## src/rtl/ifb_pkg.sv

```systemverilog
// Package: shared operation codes for the inclusion-bit snoop filter.
// Assumes a 3-bit processor operation field; codes 5..7 behave as no-ops.
package ifb_pkg;

    typedef enum logic [2:0] {
        OP_NONE  = 3'd0,
        OP_READ  = 3'd1,
        OP_WKILL = 3'd2,
        OP_KILL  = 3'd3,
        OP_ICBI  = 3'd4
    } op_e;

    // True for operations that visibly drop a granule from the L1.
    function automatic logic is_dealloc(op_e op);
        return (op == OP_WKILL) || (op == OP_KILL) || (op == OP_ICBI);
    endfunction

endpackage

```

## src/rtl/ifb_addr_split.sv

```systemverilog
// Module: splits a granule-aligned address into granule, set index and tag.
// Assumes the byte offset inside a granule has already been removed.
module ifb_addr_split #(
    parameter int GA_W   = 27,
    parameter int GRAN_W = 2,
    parameter int IDX_W  = 4,
    localparam int TAG_W = GA_W - GRAN_W - IDX_W
) (
    input  logic [GA_W-1:0]   gaddr_i,
    output logic [GRAN_W-1:0] gran_o,
    output logic [IDX_W-1:0]  idx_o,
    output logic [TAG_W-1:0]  tag_o
);

    // Field extraction: granule lowest, then index, then tag.
    always_comb begin
        gran_o = gaddr_i[GRAN_W-1:0];
        idx_o  = gaddr_i[GRAN_W +: IDX_W];
        tag_o  = gaddr_i[GA_W-1 -: TAG_W];
    end

endmodule

```

## src/rtl/ifb_dir_array.sv

```systemverilog
// Module: direct-mapped directory with one write port and two
// combinational read ports (processor side and snoop side).
// Assumes one write per cycle; reads return the pre-write contents.
module ifb_dir_array #(
    parameter int SETS       = 16,
    parameter int TAG_W      = 21,
    parameter int LINE_GRANS = 4,
    localparam int IDX_W     = $clog2(SETS)
) (
    input  logic                  clk,
    input  logic                  rst_n,
    input  logic                  we_i,
    input  logic [IDX_W-1:0]      wr_idx_i,
    input  logic [TAG_W-1:0]      wr_tag_i,
    input  logic [LINE_GRANS-1:0] wr_bits_i,
    input  logic [IDX_W-1:0]      ra_idx_i,
    output logic                  ra_valid_o,
    output logic [TAG_W-1:0]      ra_tag_o,
    output logic [LINE_GRANS-1:0] ra_bits_o,
    input  logic [IDX_W-1:0]      rb_idx_i,
    output logic                  rb_valid_o,
    output logic [TAG_W-1:0]      rb_tag_o,
    output logic [LINE_GRANS-1:0] rb_bits_o
);

    logic [SETS-1:0]       valid_q;
    logic [TAG_W-1:0]      tag_q  [SETS];
    logic [LINE_GRANS-1:0] bits_q [SETS];

    // Directory state: clear valid and flags on reset, else apply the write.
    always_ff @(posedge clk) begin
        if (!rst_n) begin
            valid_q <= '0;
            for (int s = 0; s < SETS; s++) begin
                bits_q[s] <= '0;
                tag_q[s]  <= '0;
            end
        end else if (we_i) begin
            valid_q[wr_idx_i] <= 1'b1;
            tag_q[wr_idx_i]   <= wr_tag_i;
            bits_q[wr_idx_i]  <= wr_bits_i;
        end
    end

    // Read ports: plain multiplexers over the stored entries.
    always_comb begin
        ra_valid_o = valid_q[ra_idx_i];
        ra_tag_o   = tag_q[ra_idx_i];
        ra_bits_o  = bits_q[ra_idx_i];
        rb_valid_o = valid_q[rb_idx_i];
        rb_tag_o   = tag_q[rb_idx_i];
        rb_bits_o  = bits_q[rb_idx_i];
    end

endmodule

```

## src/rtl/ifb_update_logic.sv

```systemverilog
// Module: computes the directory write for one processor operation.
// Reads allocate or replace; deallocating operations clear a flag on a hit only.
module ifb_update_logic
    import ifb_pkg::*;
#(
    parameter int TAG_W      = 21,
    parameter int LINE_GRANS = 4,
    localparam int GRAN_W    = $clog2(LINE_GRANS)
) (
    input  op_e                   op_i,
    input  logic                  ent_valid_i,
    input  logic [TAG_W-1:0]      ent_tag_i,
    input  logic [LINE_GRANS-1:0] ent_bits_i,
    input  logic [TAG_W-1:0]      req_tag_i,
    input  logic [GRAN_W-1:0]     req_gran_i,
    output logic                  we_o,
    output logic [LINE_GRANS-1:0] wr_bits_o
);

    logic                  hit;
    logic [LINE_GRANS-1:0] gran_oh;

    // Hit detection and granule one-hot decode.
    always_comb begin
        hit     = ent_valid_i && (ent_tag_i == req_tag_i);
        gran_oh = '0;
        gran_oh[req_gran_i] = 1'b1;
    end

    // New flag vector and write enable by operation kind.
    always_comb begin
        we_o      = 1'b0;
        wr_bits_o = ent_bits_i;
        if (op_i == OP_READ) begin
            we_o      = 1'b1;
            wr_bits_o = hit ? (ent_bits_i | gran_oh) : gran_oh;
        end else if (is_dealloc(op_i)) begin
            we_o      = hit;
            wr_bits_o = ent_bits_i & ~gran_oh;
        end
    end

endmodule

```

## src/rtl/ifb_snoop_match.sv

```systemverilog
// Module: decides whether a snoop must reach the processor.
// Forwards only on a tag hit whose granule flag is set.
module ifb_snoop_match #(
    parameter int TAG_W      = 21,
    parameter int LINE_GRANS = 4,
    localparam int GRAN_W    = $clog2(LINE_GRANS)
) (
    input  logic                  snp_valid_i,
    input  logic                  ent_valid_i,
    input  logic [TAG_W-1:0]      ent_tag_i,
    input  logic [LINE_GRANS-1:0] ent_bits_i,
    input  logic [TAG_W-1:0]      snp_tag_i,
    input  logic [GRAN_W-1:0]     snp_gran_i,
    output logic                  fwd_o
);

    // Forward decision: valid snoop, tag hit, flag set.
    always_comb begin
        fwd_o = snp_valid_i && ent_valid_i && (ent_tag_i == snp_tag_i)
                && ent_bits_i[snp_gran_i];
    end

endmodule

```

## src/rtl/ifb_snoop_filter.sv

```systemverilog
// Module: top of the inclusion-bit snoop filter. Keeps per-granule L1
// presence flags in a direct-mapped directory and forwards system-bus
// snoops only when a flag is set. All outputs are registered (one cycle).
// Assumes at most one processor operation and one snoop per cycle.
module ifb_snoop_filter
    import ifb_pkg::*;
#(
    parameter int ADDR_W     = 32,
    parameter int GRAN_BYTES = 32,
    parameter int LINE_GRANS = 4,
    parameter int SETS       = 16,
    localparam int OFF_W     = $clog2(GRAN_BYTES),
    localparam int GRAN_W    = $clog2(LINE_GRANS),
    localparam int IDX_W     = $clog2(SETS),
    localparam int GA_W      = ADDR_W - OFF_W,
    localparam int TAG_W     = GA_W - GRAN_W - IDX_W
) (
    input  logic                  clk,
    input  logic                  rst_n,
    input  logic [2:0]            op_i,
    input  logic [ADDR_W-1:OFF_W] op_addr_i,
    input  logic                  snp_valid_i,
    input  logic [ADDR_W-1:0]     snp_addr_i,
    output logic                  fwd_o,
    output logic [ADDR_W-1:0]     fwd_addr_o,
    output logic                  upd_valid_o,
    output logic [IDX_W-1:0]      upd_index_o,
    output logic [LINE_GRANS-1:0] upd_bits_o
);

    op_e                   op;
    logic [GRAN_W-1:0]     op_gran, sn_gran;
    logic [IDX_W-1:0]      op_idx, sn_idx;
    logic [TAG_W-1:0]      op_tag, sn_tag;
    logic                  opent_valid, snent_valid;
    logic [TAG_W-1:0]      opent_tag, snent_tag;
    logic [LINE_GRANS-1:0] opent_bits, snent_bits;
    logic                  we;
    logic [LINE_GRANS-1:0] wr_bits;
    logic                  fwd_d;

    // Operation code decode into the shared enum.
    always_comb op = op_e'(op_i);

    ifb_addr_split #(.GA_W(GA_W), .GRAN_W(GRAN_W), .IDX_W(IDX_W)) u_op_split (
        .gaddr_i (op_addr_i),
        .gran_o  (op_gran),
        .idx_o   (op_idx),
        .tag_o   (op_tag)
    );

    ifb_addr_split #(.GA_W(GA_W), .GRAN_W(GRAN_W), .IDX_W(IDX_W)) u_sn_split (
        .gaddr_i (snp_addr_i[ADDR_W-1:OFF_W]),
        .gran_o  (sn_gran),
        .idx_o   (sn_idx),
        .tag_o   (sn_tag)
    );

    ifb_dir_array #(.SETS(SETS), .TAG_W(TAG_W), .LINE_GRANS(LINE_GRANS)) u_dir (
        .clk        (clk),
        .rst_n      (rst_n),
        .we_i       (we),
        .wr_idx_i   (op_idx),
        .wr_tag_i   (op_tag),
        .wr_bits_i  (wr_bits),
        .ra_idx_i   (op_idx),
        .ra_valid_o (opent_valid),
        .ra_tag_o   (opent_tag),
        .ra_bits_o  (opent_bits),
        .rb_idx_i   (sn_idx),
        .rb_valid_o (snent_valid),
        .rb_tag_o   (snent_tag),
        .rb_bits_o  (snent_bits)
    );

    ifb_update_logic #(.TAG_W(TAG_W), .LINE_GRANS(LINE_GRANS)) u_upd (
        .op_i        (op),
        .ent_valid_i (opent_valid),
        .ent_tag_i   (opent_tag),
        .ent_bits_i  (opent_bits),
        .req_tag_i   (op_tag),
        .req_gran_i  (op_gran),
        .we_o        (we),
        .wr_bits_o   (wr_bits)
    );

    ifb_snoop_match #(.TAG_W(TAG_W), .LINE_GRANS(LINE_GRANS)) u_match (
        .snp_valid_i (snp_valid_i),
        .ent_valid_i (snent_valid),
        .ent_tag_i   (snent_tag),
        .ent_bits_i  (snent_bits),
        .snp_tag_i   (sn_tag),
        .snp_gran_i  (sn_gran),
        .fwd_o       (fwd_d)
    );

    // Output stage: register the forward strobe and the update report.
    always_ff @(posedge clk) begin
        if (!rst_n) begin
            fwd_o       <= 1'b0;
            fwd_addr_o  <= '0;
            upd_valid_o <= 1'b0;
            upd_index_o <= '0;
            upd_bits_o  <= '0;
        end else begin
            fwd_o       <= fwd_d;
            upd_valid_o <= we;
            if (fwd_d) fwd_addr_o <= snp_addr_i;
            if (we) begin
                upd_index_o <= op_idx;
                upd_bits_o  <= wr_bits;
            end
        end
    end

endmodule

```

## config.mk

```make
export PLATFORM = sky130hd
export DESIGN_NAME = ifb_snoop_filter
export DESIGN_NICKNAME = d
export VERILOG_FILES = /design/src/rtl/ifb_pkg.sv /design/src/rtl/ifb_addr_split.sv /design/src/rtl/ifb_dir_array.sv /design/src/rtl/ifb_update_logic.sv /design/src/rtl/ifb_snoop_match.sv /design/src/rtl/ifb_snoop_filter.sv
export SDC_FILE = /design/constraint.sdc
export NUM_CORES = 1
export LEC_CHECK = 0
export BUFFER_PORTS_ARGS = -buffer_cell sky130_fd_sc_hd__buf_2
export CORE_UTILIZATION = 40
export DETAILED_ROUTE_END_ITERATION = 7
export HOLD_SLACK_MARGIN = 0.12
export SKIP_LAST_GASP = 1
export SLEW_MARGIN = 5
export SYNTH_ARGS = -nofsm -noshare
export SYNTH_HDL_FRONTEND = slang
export SYNTH_SLANG_ARGS = --single-unit
```

## constraint.sdc

```tcl
create_clock -name clk -period 12.6 [get_ports clk]
set_clock_uncertainty 0.15 [all_clocks]
set_input_delay 1.26 -clock clk [delete_from_list [all_inputs] [get_ports clk]]
set_output_delay 1.26 -clock clk [all_outputs]
set_load 0.005 [all_outputs]
```

After elaboration in Yosys (flattened, before gate mapping):

Memory sizes are Yosys's and may differ from the RTL's.
Cells that the tools add are included.
W data, S select, Z words.

* bitwise logic cells: 4
* magnitude comparators: 6
* multiplexer cells: 25
* reduce and logical (&&, ||, !) cells: 10
* equal/unequal tests: 6

Operator list (number)
* $eq A21 B21 Y1: 2
* $mux W4: 6
* $mux W21: 1
* $reduce_or A21 Y1: 1
* $or A16 B16 Y16: 1
* $mux W1: 13
* $lt A4 B5 Y1 const B: 2
* $bmux W1 S4: 2
* $eq A3 B2 Y1 const B: 2
* $logic_and A1 B1 Y1: 6
* $lt A2 B3 Y1 const B: 2
* $and A4 B4 Y4: 1
* $demux W1 S4: 1
* $ge A4 B1 Y1 const B: 1
* $not A4 Y4: 1
* $or A4 B4 Y4: 1
* $reduce_or A4 Y1: 1
* $eq A3 B1 Y1 const B: 1
* $eq A3 B3 Y1 const B: 1
* $bmux W1 S2: 1
* $demux W1 S2: 1
* $ge A2 B1 Y1 const B: 1
* $logic_or A1 B1 Y1: 2

* logic and storage cells: 59
* memory bits (writable): 400
* output and inout bits: 42
* memories kept: 2
* register bits after elaboration: 58

Memory list
* u_dir.tag_q: depth 16, bits a word 21, rd ports 2, clocked after Yosys merged registers in 0, write ports 16, line ifb_dir_array.sv:27 `logic [TAG_W-1:0] tag_q [SETS];`
* u_dir.bits_q: depth 16, bits a word 4, rd ports 2, clocked after Yosys merged registers in 0, write ports 16, line ifb_dir_array.sv:28 `logic [LINE_GRANS-1:0] bits_q [SETS];`

Depth between registers and ports, before layout:

Gate-level depths: netlist (run 1).

* depth after elaboration: 10
* gate-level depth with buffers: 15
* mapped depth without buffers: 9

Modules after synthesis:

A second synthesis (run 1) with hierarchy kept.

* cells, all modules: 1656
* area total of the unflattened synthesis: 24524.8 sq um

By module, submodules not included
* ifb_dir_array: area an instance 21808.4 sq um, cells an instance 1374, times used 1
* ifb_snoop_filter: area an instance 1597.8 sq um, cells an instance 133, times used 1
* ifb_update_logic: area an instance 439.2 sq um, cells an instance 65, times used 1
* ifb_addr_split: area an instance 202.7 sq um, cells an instance 27, times used 2
* ifb_snoop_match: area an instance 274.0 sq um, cells an instance 30, times used 1

Worst setup path after synthesis (run 1):

Ideal clock, no wire load.

* path type: in2reg
* from: input op_addr_i[8] in the netlist's numbering
* to: memory u_dir.bits_q[0][0], enable pin
* buffers on the path: 4
* data required time: 12.064 ns
* data arrival time: 4.608 ns
* stages on the path: 13
* path slack: 7.457 ns
* library setup time: 0.386 ns
* path through: buf_2 > buf_6 > buf_2 > mux4_2 > mux2i_1 > xor2_1 > nand2_1 > o31ai_1 > o211a_2 > nand4bb_4 > buf_6 > a211oi_4 > nand2b_1

RTL lines
* start, declared: line ifb_snoop_filter.sv:21 `input logic [ADDR_W-1:OFF_W] op_addr_i,`
* end, declared: line ifb_dir_array.sv:28

==> insert_results.sql, run 1 <==
INSERT INTO impl_metrics (metric_group, metric, value, unit) VALUES
('critical_path', 'critPathMaxFanout', '75', ''),
('timing', 'grt_setup_unrepaired', 'false', ''),
('routing', 'post_drt_wl_per_cell', '29.49', 'um'),
('synthesis', 'syn-instance-count', '1732', ''),
('routing', 'route.vias.total', '15647', ''),
('synthesis', 'netlist.top_cell.by_area', 'edfxtp_1', ''),
('die', 'coreArea', '0.06160', 'mm^2'),
('place', 'place_congestion', '0.8904', ''),
('routing', 'dr.first_iter.drc_count', '1802', ''),
('power', 'totalPowerFinal', '3.724', 'mW'),
('final_layout', 'multiInputGateArea', '0.01102', 'mm^2'),
('global_routing', 'global_route.usage.met3', '0.05127', ''),
('clock_tree', 'numClockSinks', '458', ''),
('place', 'place_hpwl', '50090', 'um'),
('power', 'cellLeakagePower', '9.980', 'nW'),
('timing', 'hold_viol', '0', ''),
('clock_tree', 'cts_hold_repair.buffers', '0', ''),
('power', 'power.density_cell_area', '134.3', 'mW/mm^2'),
('global_routing', 'number_of_antenna_violations_at_the_first_check_in_global_routing', '5', ''),
('synthesis', 'synth_area_per_cell', '14.38', 'um^2'),
('die', 'die-height', '251.6', 'um'),
('die', 'width_of_the_die', '251.6', 'um'),
('timing', 'fin_tns_setup', '0', 'ps'),
('final_layout', 'area.sequential', '0.01317', 'mm^2'),
('final_layout', 'final_nets', '1822', ''),
('clock_tree', 'post-cts-setup-buffers', '0', ''),
('synthesis', 'synth_top_area_frac', '0.4821', ''),
('synthesis', 'synth-edff-count', '400', ''),
('timing', 'fmaxAchievable', '146.2', 'MHz'),
('critical_path', 'worst-endpoint-required', '12670', 'ps'),
('clock_tree', 'tritoncts.num_buffers', '52', ''),
('run_status', 'outcome', 'completed', ''),
('global_routing', 'global_route.usage.total', '0.2469', ''),
('global_routing', 'grt_pass1_wl', '111900', 'um'),
('power', 'vdd_ir_drop_max', '0.00009131', 'V'),
('synthesis', 'syn-num-nets', '1797', ''),
('routing', 'drt.antenna.violating_nets', '0', ''),
('routing', 'route.final.wire_length', '77740', 'um'),
('routing', 'route.detailed.drc', '0', ''),
('clock_tree', 'cts.reportedPaths.clkPinSlew', '60', 'ps'),
('die', 'overall_die_area', '0.06329', 'mm^2'),
('synthesis', 'synth_async_sr_flop_share', '0', ''),
('clock_tree', 'clock_tree.buffer_depth', '3', ''),
('critical_path', 'critPathKind', 'primary input to flip-flop', ''),
('global_routing', 'overflow', '0', ''),
('synthesis', 'synthTopCellsByArea', 'edfxtp_1 (48%), mux4_2 (18%), and2_1 (8.5%)', ''),
('timing', 'finalSetupViolCount', '0', ''),
('critical_path', 'setup.worst_path.end_class', 'flip-flop', ''),
('global_routing', 'grt_pass1_vias', '15360', ''),
('hold_path', 'holdCritPathClass', 'flip-flop to flip-flop', ''),
('critical_path', 'cp.arrival', '6900', 'ps'),
('global_routing', 'largest_net_degree_at_the_start_of_global_routing', '76', ''),
('global_routing', 'met1_capacity_usage_during_global_routing', '0.3564', ''),
('die', 'initial_cell_density_of_the_core', '0.4045', ''),
('synthesis', 'synth-main-ff-cell', 'edfxtp_1', ''),
('timing', 'max_slew_violation_count', '0', ''),
('clock_tree', 'tritoncts', 'yes', ''),
('final_layout', 'synthToLayoutAreaGrowth', '11.31', '%'),
('routing', 'drt_pass1_iterations', '5', ''),
('timing', 'slew_headroom', '0.1659', ''),
('routing', 'vias_per_cell', '5.936', ''),
('clock_tree', 'cts.htree.levels', '2', ''),
('timing', 'holdWs', '322.7', 'ps'),
('synthesis', 'post_synthesis_register_bit_count', '458', ''),
('timing', 'max_slew.worst_pin.slew', '1248', 'ps'),
('global_routing', 'globalRoute.busiestLayer', 'met2', ''),
('final_layout', 'layout.filler_cells', '5457', ''),
('final_layout', 'drive_above_1_share', '0.2677', ''),
('synthesis', 'synth.yosys.seq_area_share', '0.5287', ''),
('synthesis', 'synth.cell_area', '0.02491', 'mm^2'),
('global_routing', 'grt_use_met2', '0.3799', ''),
('clock_tree', 'cts.root.buffer_cell', 'clkbuf_16', ''),
('timing', 'fin_crit_sh', '0.5427', ''),
('die', 'top_level_ports', '107', ''),
('clock_tree', 'post_cts_resize_count', '0', ''),
('synthesis', 'yosysUniqueCellTypes', '60', ''),
('clock_tree', 'clkLatencyLatePin', '600', 'ps'),
('run', 'max-cap-violations', '0', ''),
('place', 'port_buffers', '106', ''),
('synthesis', 'synth.yosys.warnings', '0', ''),
('timing', 'layout_min_cycle_time', '6838', 'ps'),
('die', 'fp-row-count', '91', ''),
('critical_path', 'worstSetupStartpointType', 'primary input', '');
[registers in the layout, indices dropped and copies added, names as in the netlist]
register and flops:
u_dir.valid_q 16, upd_valid_o 1, u_dir.tag_q 336, upd_index_o 4
fwd_addr_o 32, fwd_o 1, upd_bits_o 4, u_dir.bits_q 64
[synth_stat cells (all sizes together), types with 6 or more instances]
cell    instances
nand2b         21
clkbuf         78
nor2           50
o31ai           8
a22oi          15
nor2b          75
dfxtp          58
o21ai          13
mux4          203
a21oi          20
buf            89
nand2          38
mux2           25
edfxtp        400
nor3            8
and3            7
nand4           6
a21o           16
and2          339
nand3          11
xnor2          37
o211ai          7
a211oi         20
mux2i         105
xor2           17
o22ai          10
[final timing paths]
path | cells past startpoint | slack [ps] | from | endpoint
worst max register to register | 10 | 7270 | u_dir.tag_q[7][11] | u_dir.tag_q[0][14]
worst min-delay path | 1 | 320 | u_dir.valid_q[3] | u_dir.valid_q[3]
worst min register to register | 1 | 320 | u_dir.valid_q[3] | u_dir.valid_q[3]
worst max-delay path | 12 | 5760 | op_addr_i[8] | u_dir.tag_q[0][14]
[cell families after synthesis]
logic type | count (synthesis) | share of synthesized area
xor+xnor | 54 | 0.01898
mux | 333 | 0.2370
simple gates | 571 | 0.1351
compound gates | 142 | 0.04811
buf+inv | 174 | 0.03204
flops | 458 | 0.5287
[report_power, final]
group / switching, mW / leakage (nW) / internal, mW / total (mW)
Sequential: 0.0408 / 4.32 / 1.72 / 1.76
Clock: 0.627 / 0.814 / 0.891 / 1.52
Combinational: 0.271 / 4.84 / 0.178 / 0.450
[critical path: stages]
cell       delay, ps
buf_6            670
buf_4            800
mux4_2           420
xor2_1           160
mux2i_1          540
o211ai_1         210
o31ai_1          240
and4b_1          340
nand4bb_4        680
a211oi_4         440
buf_4            330
nand2b_2         710
[routing by layer]
metal  vias up  wire (um)
li1       6603          -
met1      8167      33310
met2       786      35560
met3        89       7323
met4         2       1538
met5         -         12
[layout make-up]
cell class	instances	area share
Inverter	7	0.0009926
Antenna cell	2	0.0001805
Clock inverter	29	0.01078
Sequential cell	458	0.4750
Timing Repair Buffer	138	0.02860
Tap cell	837	0.03776
Multi-Input combinational cell	1100	0.3972
Clock buffer	65	0.04945
[stage by stage]
stage / setup slack, ps / instances / cell area [um^2] / util
floorplan: 7457 / 1732 / 24910 / -
global placement: 5258 / 2540 / 26060 / 0.4230
detailed placement: 5191 / 2540 / 26060 / 0.4230
CTS: 5821 / 2634 / 27730 / 0.4501
global route: 5416 / 2634 / 27730 / 0.4501
finish: 5762 / 2636 / 27730 / 0.4502
[placed cells by master (no fill, tap or decap), types with 4 or more instances in the layout]
cell and n:
o22ai_1 10, edfxtp_1 400, buf_4 36, xnor2_1 37
nor4_1 4, a21o_1 16, xor2_1 17, a21oi_1 18
nand2b_1 5, nand3_1 11, clkinv_2 11, o31ai_1 8
nor2_1 50, and3_1 7, a211oi_4 16, a22oi_1 15
and2_1 339, mux2_2 25, bufinv_16 6, o211ai_1 7
clkbuf_1 12, nand2b_2 16, o22a_1 5, mux2i_1 105
nand2_1 37, clkinv_1 11, mux4_2 203, a32oi_1 4
nor3_1 8, nand4_1 6, a211oi_1 4, o21ai_0 13
inv_1 5, buf_2 100, dfxtp_1 58, clkbuf_16 53
nor2b_1 75
Power figures use the tool's default switching activity.
==> inputs of run 2 (changes only) <==
clock period = 6.8 ns   (was 12.6 ns; I/O delays follow)
==> run 2 against run 1 <==
  * Non-clock buffer count up 35
  * Register-to-register slack worse by 5100 ps
  * Worst hold slack worse by 170 ps
  * Wire length down 0.67%
  * Critical path depth unchanged
  * Via count up 0.24%
  * Combinational power up 84%
  * Die area unchanged
  * Core utilization up 0.70 points
  * Worst setup slack worse by 3900 ps
  * Critical path type unchanged
  * Largest cell class unchanged
==> insert_results.sql, run 2 (synthesis gave the netlist of run 1 again) <==
INSERT INTO impl_metrics (metric_group, metric, value, unit) VALUES
('run_status', 'outcome', 'completed', ''),
('routing', 'route.final.wire_length', '77220', 'um'),
('final_layout', 'final_common_cell', 'edfxtp_1', ''),
('clock_tree', 'cts_hold_repair.buffers', '0', ''),
('critical_path', 'critPathMaxFanout', '41', ''),
('clock_tree', 'post_cts_resize_count', '0', ''),
('timing', 'holdWs', '156.1', 'ps'),
('routing', 'route.detailed.drc', '0', ''),
('critical_path', 'worstSetupStartpointType', 'primary input', ''),
('clock_tree', 'numClockSinks', '458', ''),
('critical_path', 'worstSetupEndpoint', 'u_dir.tag_q[6][8]', ''),
('clock_tree', 'clkLatencyLatePin', '610', 'ps'),
('place', 'port_buffers', '106', ''),
('routing', 'dr.first_iter.drc_count', '1717', ''),
('power', 'cellLeakagePower', '10.22', 'nW'),
('timing', 'fin_tns_setup', '0', 'ps'),
('clock_tree', 'cts.reportedPaths.clkPinSlew', '60', 'ps'),
('power', 'internal_power', '5.223', 'mW'),
('global_routing', 'grt_pass1_wl', '112100', 'um'),
('critical_path', 'worst_setup_path_startpoint', 'op_addr_i[9]', ''),
('timing', 'grt_setup_unrepaired', 'false', ''),
('clock_tree', 'cts.root.buffer_cell', 'clkbuf_16', ''),
('die', 'width_of_the_die', '251.6', 'um'),
('final_layout', 'largest_reg_flops', '336', ''),
('timing', 'layout_min_cycle_time', '4957', 'ps'),
('critical_path', 'r2r_start', 'u_dir.tag_q[1][1]', ''),
('clock_tree', 'cts.htree.levels', '2', ''),
('routing', 'post_drt_wl_per_cell', '28.88', 'um'),
('timing', 'finalSetupViolCount', '0', ''),
('critical_path', 'setup.worst_path.end_class', 'flip-flop', ''),
('critical_path', 'reg2reg_depth', '10', ''),
('routing', 'route.vias.total', '15684', ''),
('routing', 'drt.antenna.violating_nets', '0', ''),
('timing', 'max_slew.worst_pin.slew', '1135', 'ps'),
('clock_tree', 'post-cts-setup-buffers', '0', ''),
('timing', 'hold_viol', '0', ''),
('timing', 'fmaxAchievable', '201.8', 'MHz'),
('run', 'max-cap-violations', '0', ''),
('hold_path', 'holdCritPathClass', 'primary input to flip-flop', ''),
('global_routing', 'grt_pass1_vias', '16051', ''),
('critical_path', 'worst-endpoint-required', '6960', 'ps'),
('critical_path', 'cp.arrival', '5120', 'ps'),
('power', 'seq_power_share', '0.467', ''),
('final_layout', 'layout.filler_cells', '5391', ''),
('global_routing', 'overflow', '0', ''),
('global_routing', 'largest_net_degree_at_the_start_of_global_routing', '64', ''),
('clock_tree', 'tritoncts', 'yes', ''),
('final_layout', 'drive_above_1_share', '0.2816', ''),
('place', 'place_congestion', '0.8963', ''),
('critical_path', 'regToRegEndpoint', 'u_dir.tag_q[6][8]', ''),
('die', 'fp-row-count', '91', ''),
('place', 'place_hpwl', '49050', 'um'),
('global_routing', 'global_route.usage.total', '0.2469', ''),
('final_layout', 'synthToLayoutAreaGrowth', '13.03', '%'),
('die', 'overall_die_area', '0.06329', 'mm^2'),
('clock_tree', 'clock_tree.buffer_depth', '3', ''),
('final_layout', 'layout.cells.most_common_list', 'edfxtp_1 (400), and2_1 (339), mux4_2 (203), mux2i_1 (105), buf_2 (100)', ''),
('power', 'clockPowerShare', '0.415', ''),
('power', 'p_comb_frac', '0.119', ''),
('power', 'vdd_ir_drop_max', '0.0001657', 'V'),
('critical_path', 'critPathKind', 'primary input to flip-flop', ''),
('power', 'power.density_cell_area', '247.3', 'mW/mm^2'),
('routing', 'vias_per_cell', '5.865', ''),
('die', 'initial_cell_density_of_the_core', '0.4045', ''),
('final_layout', 'regMostFlops', 'u_dir.tag_q', ''),
('timing', 'fin_crit_sh', '0.7289', ''),
('global_routing', 'number_of_antenna_violations_at_the_first_check_in_global_routing', '5', ''),
('timing', 'slew_headroom', '0.2238', ''),
('power', 'netSwitchingFraction', '0.2498', ''),
('routing', 'drt_pass1_iterations', '5', ''),
('final_layout', 'final_nets', '1857', ''),
('die', 'coreArea', '0.06160', 'mm^2'),
('clock_tree', 'tritoncts.num_buffers', '52', ''),
('power', 'p_sw', '1.740', 'mW'),
('final_layout', 'layout_top_registers', 'u_dir.tag_q (336), u_dir.bits_q (64), fwd_addr_o (32)', ''),
('critical_path', 'reg2reg_setup_slack', '2140', 'ps'),
('die', 'die-height', '251.6', 'um'),
('timing', 'max_slew_violation_count', '0', ''),
('die', 'top_level_ports', '107', '');
run 2: worst min-delay path by stage:
stage          cells after the start        startpoint               end  slack [ps]
2_1_floorplan                      1  u_dir.valid_q[6]  u_dir.valid_q[6]         290
3_3_place_gp                       1  u_dir.valid_q[9]  u_dir.valid_q[9]         300
3_5_place_dp                       1  u_dir.valid_q[0]  u_dir.valid_q[0]         310
4_1_cts                            3     snp_addr_i[4]     fwd_addr_o[4]         130
5_1_grt                            3     snp_addr_i[3]     fwd_addr_o[3]         150
6_report                           3     snp_addr_i[2]     fwd_addr_o[2]         160
run 2: area by class of cell:
class | instances | area, um^2 | area share
clock buffer | 66 | 1416 | 0.05030
timing repair buffer | 173 | 1181 | 0.04194
clock inverter | 32 | 312.8 | 0.01111
sequential | 458 | 13170 | 0.4678
multi-input combinational | 1100 | 11000 | 0.3906
inverter | 7 | 27.53 | 0.0009775
antenna | 1 | 2.502 | 0.00008886
tap | 837 | 1047 | 0.03719
run 2: metal layers:
layer / share of wire / vias up / track usage / routed length [um]
met5: 0.00012 / - / 0 / 9
met4: 0.030 / 2 / 0.07840 / 2350
met3: 0.080 / 123 / 0.04643 / 6166
met2: 0.49 / 714 / 0.4073 / 37500
met1: 0.40 / 8172 / 0.3294 / 31190
li1: - / 6673 / - / -
run 2: through the flow:
step	setup WS [ps]	cells	util	power (mW)	instance area, um^2
2_1_floorplan	2237	1732	-	3.809	24910
3_3_place_gp	1331	2575	0.4291	4.123	26430
3_5_place_dp	1298	2575	0.4291	4.134	26430
4_1_cts	1923	2673	0.4571	6.999	28160
5_1_grt	1734	2673	0.4571	7.161	28160
6_report	1843	2674	0.4572	6.963	28160
run 2: critical path, stage by stage:
cell	delay, ps
buf_4	530
clkinv_1	540
buf_4	380
mux2i_1	140
nor2_1	180
a21oi_1	150
nor4b_1	340
and4b_1	370
nand4bb_4	550
a211oi_4	430
nand2b_2	530
buf_12	230
run 2: power by group through the flow:
stage	logic, mW	registers, mW	clock network, mW
global route	0.872	3.26	3.03
floorplan	0.537	3.27	0
finish	0.827	3.25	2.89
global placement	0.824	3.30	0
detailed placement	0.829	3.31	0
CTS	0.831	3.25	2.92
